[src/rtl/memsel_pkg.sv]
package memsel_pkg;

    // Populated regions; RGN_NONE covers holes and out-of-window addresses.
    typedef enum logic [1:0] {
        RGN_NONE = 2'd0,
        RGN_ROM  = 2'd1,
        RGN_RAM  = 2'd2,
        RGN_IO   = 2'd3
    } rgn_e;

    // Index of each populated region in the per-region select vectors.
    localparam int IDX_ROM = 0;
    localparam int IDX_RAM = 1;
    localparam int IDX_IO  = 2;
    localparam int NUM_RGN = 3;

endpackage

[src/rtl/memsel_region_map.sv]
module memsel_region_map
    import memsel_pkg::*;
#(
    parameter int WORD_AW   = 23,  // word address width (byte bits 23..1)
    parameter int BLK_SHIFT = 14,  // log2 of block size in bytes
    parameter int BLK_W     = 3,   // number of block-select bits
    parameter int ROM_BLK   = 0,
    parameter int RAM_BLK   = 1,
    parameter int IO_BLK    = 7
) (
    input  logic [WORD_AW-1:0] addr_w,
    output rgn_e               rgn
);
    // Word bit k carries byte bit k+1.
    localparam int BLK_LO = BLK_SHIFT - 1;
    localparam int BLK_HI = BLK_LO + BLK_W - 1;
    localparam logic [BLK_W-1:0] ROM_CODE = BLK_W'(ROM_BLK);
    localparam logic [BLK_W-1:0] RAM_CODE = BLK_W'(RAM_BLK);
    localparam logic [BLK_W-1:0] IO_CODE  = BLK_W'(IO_BLK);

    logic [BLK_W-1:0] blk;
    logic             in_win;

    always_comb begin
        blk    = addr_w[BLK_HI:BLK_LO];
        in_win = (addr_w[WORD_AW-1:BLK_HI+1] == '0);
        rgn    = RGN_NONE;
        if (in_win) begin
            if (blk == ROM_CODE) begin
                rgn = RGN_ROM;
            end else if (blk == RAM_CODE) begin
                rgn = RGN_RAM;
            end else if (blk == IO_CODE) begin
                rgn = RGN_IO;
            end
        end
    end

endmodule

[src/rtl/memsel_lane_gate.sv]
module memsel_lane_gate (
    input  logic sel,     // region selected while strobe active
    input  logic uds_n,
    input  logic lds_n,
    output logic hi_cs_n,
    output logic lo_cs_n
);
    always_comb begin
        hi_cs_n = ~(sel & ~uds_n);
        lo_cs_n = ~(sel & ~lds_n);
    end
endmodule

[src/rtl/memsel_decoder.sv]
module memsel_decoder
    import memsel_pkg::*;
#(
    parameter int WORD_AW   = 23,
    parameter int BLK_SHIFT = 14,
    parameter int BLK_W     = 3,
    parameter int ROM_BLK   = 0,
    parameter int RAM_BLK   = 1,
    parameter int IO_BLK    = 7
) (
    input  logic               as_n,
    input  logic               uds_n,
    input  logic               lds_n,
    input  logic [WORD_AW-1:0] addr_w,
    output logic               rom_hi_cs_n,
    output logic               rom_lo_cs_n,
    output logic               ram_hi_cs_n,
    output logic               ram_lo_cs_n,
    output logic               io_hi_cs_n,
    output logic               io_lo_cs_n,
    output logic               decoded
);
    rgn_e               rgn;
    logic [NUM_RGN-1:0] sel;
    logic [NUM_RGN-1:0] hi_n;
    logic [NUM_RGN-1:0] lo_n;

    memsel_region_map #(
        .WORD_AW  (WORD_AW),
        .BLK_SHIFT(BLK_SHIFT),
        .BLK_W    (BLK_W),
        .ROM_BLK  (ROM_BLK),
        .RAM_BLK  (RAM_BLK),
        .IO_BLK   (IO_BLK)
    ) u_map (
        .addr_w(addr_w),
        .rgn   (rgn)
    );

    // Region one-hot, qualified by the address strobe.
    always_comb begin
        sel = '0;
        if (!as_n) begin
            unique case (rgn)
                RGN_ROM:  sel[IDX_ROM] = 1'b1;
                RGN_RAM:  sel[IDX_RAM] = 1'b1;
                RGN_IO:   sel[IDX_IO]  = 1'b1;
                RGN_NONE: sel = '0;
            endcase
        end
    end

    for (genvar gi = 0; gi < NUM_RGN; gi++) begin : g_lane
        memsel_lane_gate u_gate (
            .sel    (sel[gi]),
            .uds_n  (uds_n),
            .lds_n  (lds_n),
            .hi_cs_n(hi_n[gi]),
            .lo_cs_n(lo_n[gi])
        );
    end

    assign rom_hi_cs_n = hi_n[IDX_ROM];
    assign rom_lo_cs_n = lo_n[IDX_ROM];
    assign ram_hi_cs_n = hi_n[IDX_RAM];
    assign ram_lo_cs_n = lo_n[IDX_RAM];
    assign io_hi_cs_n  = hi_n[IDX_IO];
    assign io_lo_cs_n  = lo_n[IDX_IO];
    assign decoded     = |sel;

endmodule

[config.mk]
export PLATFORM = sky130hd
export DESIGN_NAME = memsel_decoder
export DESIGN_NICKNAME = d
export VERILOG_FILES = /design/src/rtl/memsel_pkg.sv /design/src/rtl/memsel_region_map.sv /design/src/rtl/memsel_lane_gate.sv /design/src/rtl/memsel_decoder.sv
export SDC_FILE = /design/constraint.sdc
export NUM_CORES = 1
export LEC_CHECK = 0
export BUFFER_PORTS_ARGS = -buffer_cell sky130_fd_sc_hd__buf_2
export CORE_AREA = 2 2 39 41
export DETAILED_ROUTE_END_ITERATION = 8
export DIE_AREA = 0 0 41 43
export PLACE_DENSITY = 0.53
export SYNTH_ARGS = -nofsm -noshare
export SYNTH_HDL_FRONTEND = slang
export SYNTH_SLANG_ARGS = --single-unit
[constraint.sdc]
create_clock -name vclk -period 2.3
set_input_delay 0.345 -clock vclk [all_inputs]
set_output_delay 0.345 -clock vclk [all_outputs]
set_load 0.005 [all_outputs]
==> metrics.md <==
| Metric | Value |
|---|---|
| Sequential standard cell area | `0 sq um` |
| Seq/Total Area, Yosys | `0` |
| Worst Max-Slew Pin Slew | `between 0.3 and 0.4 ns` |
| Drt initial violations | `4` |
| WP data required | `1.96 ns` |
| # diodes | `0` |
| Per-cell routed wire length | `approximately 8.5 um` |
| Setup bufs post-CTS | `0` |
| PostCTS Resize Cnt | `0` |
| Number of placed instances with taps included | `between 50 and 60` |
| Core area | `1380 sq um` |
| Finish-stage setup viols | `0` |
| First-pass GRT wire length | `roughly 500 um` |
| Pwr Total | `0.0000247 W` |
| Status | `finished, final reports clean` |
| CP Max Fanout | `7` |
| Layout clock buffer count | `0` |
| Syn Nets | `41` |
| PD cells | `101 nW/um^2` |
| Die Ht | `about 43 um` |
| Gr usage total | `0.0360` |
| Leak | `around 0.11 nW` |
| Hold Path Class | `in -> out` |
| Vias in the first global route | `158` |
| DR pass1 iterations | `2` |
| Fmax | `between 600 and 700 MHz` |
| RSZ-0062 raised after global routing | `no` |
| # rows | `14` |
| Netlist cell types | `7` |
| DRC violations left | `0` |
| Area grow syn2layout | `96.0%` |
| GPL Wtd Cong | `roughly 0.44` |
| Setup TNS | `0 ns` |
| Min-Delay Endpoint | `io_lo_cs_n` |
| CP Class | `in -> out` |
| Synth warn | `0` |
| Vias | `~210` |
| DIE AREA | `between 1500 and 2000 sq um` |
| I/O Buffers | `20` |
| Max Cap Viol | `0` |
| Final worst-path cycle share | `0.661` |
| Hold_buf cts | `0` |
| Num sequential | `0` |
| Post-route ant nets | `0` |
| DR vias/cell | `4.10` |
| Cell area after synthesis | `about 130 sq um` |
| Final nets | `63` |
| Avg Inst Size Synth | `~8.3 sq um` |
| Max IR drop VDD | `~0.013 mV` |
| Finished Layout Cells | `51` |
| Cells after Synth | `15` |
| DRT Wirelength | `between 400 and 500 um` |
| Crit path DAT | `1.18 ns` |
| Die width | `41 um` |
| Slew Limit Fails | `0` |
| Worst setup SP type | `input pin` |
| Final hold vios | `0` |
| Largest net degree at the start of global routing | `8` |
| Relative slew slack | `0.744` |
| Hold depth | `3` |
| Layout cells sized above 1 | `0.629` |
| Global route overflow | `0` |
| Fin crit period | `between 1.5 and 2 ns` |
| Initial cell density of the core | `0.0904` |
| HP Start | `lds_n` |
| Initial antenna violation count | `0` |
| Worst Setup End Kind | `output pin` |
| I/O Pins | `33` |
-- power by group --
part            total, W  switching (W)  leakage (nW)  internal [W]
Sequential             0              0             0             0
Clock                  0              0             0             0
Combinational  0.0000247      0.0000126         0.109     0.0000121
Total          0.0000247      0.0000126         0.109     0.0000121
-- Yosys cell counts --
cell      instances  area [sq um]
nor2b_1           2          12.5
nor2_1            3          11.3
nor4_4            2          42.5
nand4_1           4          25.0
and3_1            1          6.26
o211a_1           1          10.0
nand4b_1          2          17.5
-- logic make-up (layout without fill, tap and decap cells) --
group | Yosys count | in the layout | synth area share
compound gates | 1 | 1 | 0.0800
buf+inv | 0 | 20 | 0
simple gates | 14 | 14 | 0.920
-- cell type report --
type                            count  area, sq um
Multi-Input combinational cell     15          125
Tap cell                           16         20.0
Fill cell                         169         1140
Timing Repair Buffer               20          100
-- stage by stage --
step | cell area (sq um) | hold slack, ns | worst slack (ns) | util
global placement | 245 | 0.987 | 0.763 | 0.177
finish | 245 | 0.983 | 0.779 | 0.177
floorplan | 125 | 0.787 | 1.03 | -
detailed placement | 245 | 0.985 | 0.769 | 0.177
global route | 245 | 1.01 | 0.701 | 0.177
CTS | 245 | 0.986 | 0.768 | 0.177
-- placed cells by master (no fill, tap or decap) --
cell type  netlist  routed
buf_2            0      20
nand4_1          4       4
nor4_4           2       2
o211a_1          1       1
nor2_1           3       3
nor2b_1          2       2
and3_1           1       1
nand4b_1         2       2
-- worst max-delay path, cell delays in order --
cell	delay [ns]
buf_2	0.11
nor4_4	0.41
o211a_1	0.21
buf_2	0.10
-- how the worst max path moves through the flow --
stage / slack (ns) / start / cells past startpoint / endpoint
floorplan: 1.03 / addr_w[17] / 2 / decoded
global placement: 0.76 / addr_w[17] / 4 / decoded
detailed placement: 0.77 / addr_w[21] / 4 / decoded
CTS: 0.77 / addr_w[17] / 4 / decoded
global route: 0.70 / addr_w[21] / 4 / decoded
finish: 0.78 / addr_w[17] / 4 / decoded
-- metal layers --
metal	share of wire	vias up	wire length [um]	global-route usage
li1	-	104	-	-
met5	0	-	0	0
met4	0	0	0	0
met2	0.47	15	204	0.0813
met3	0.23	0	98	0
met1	0.30	90	132	0.0316
Note: power is estimated with default switching activity, not from simulation.
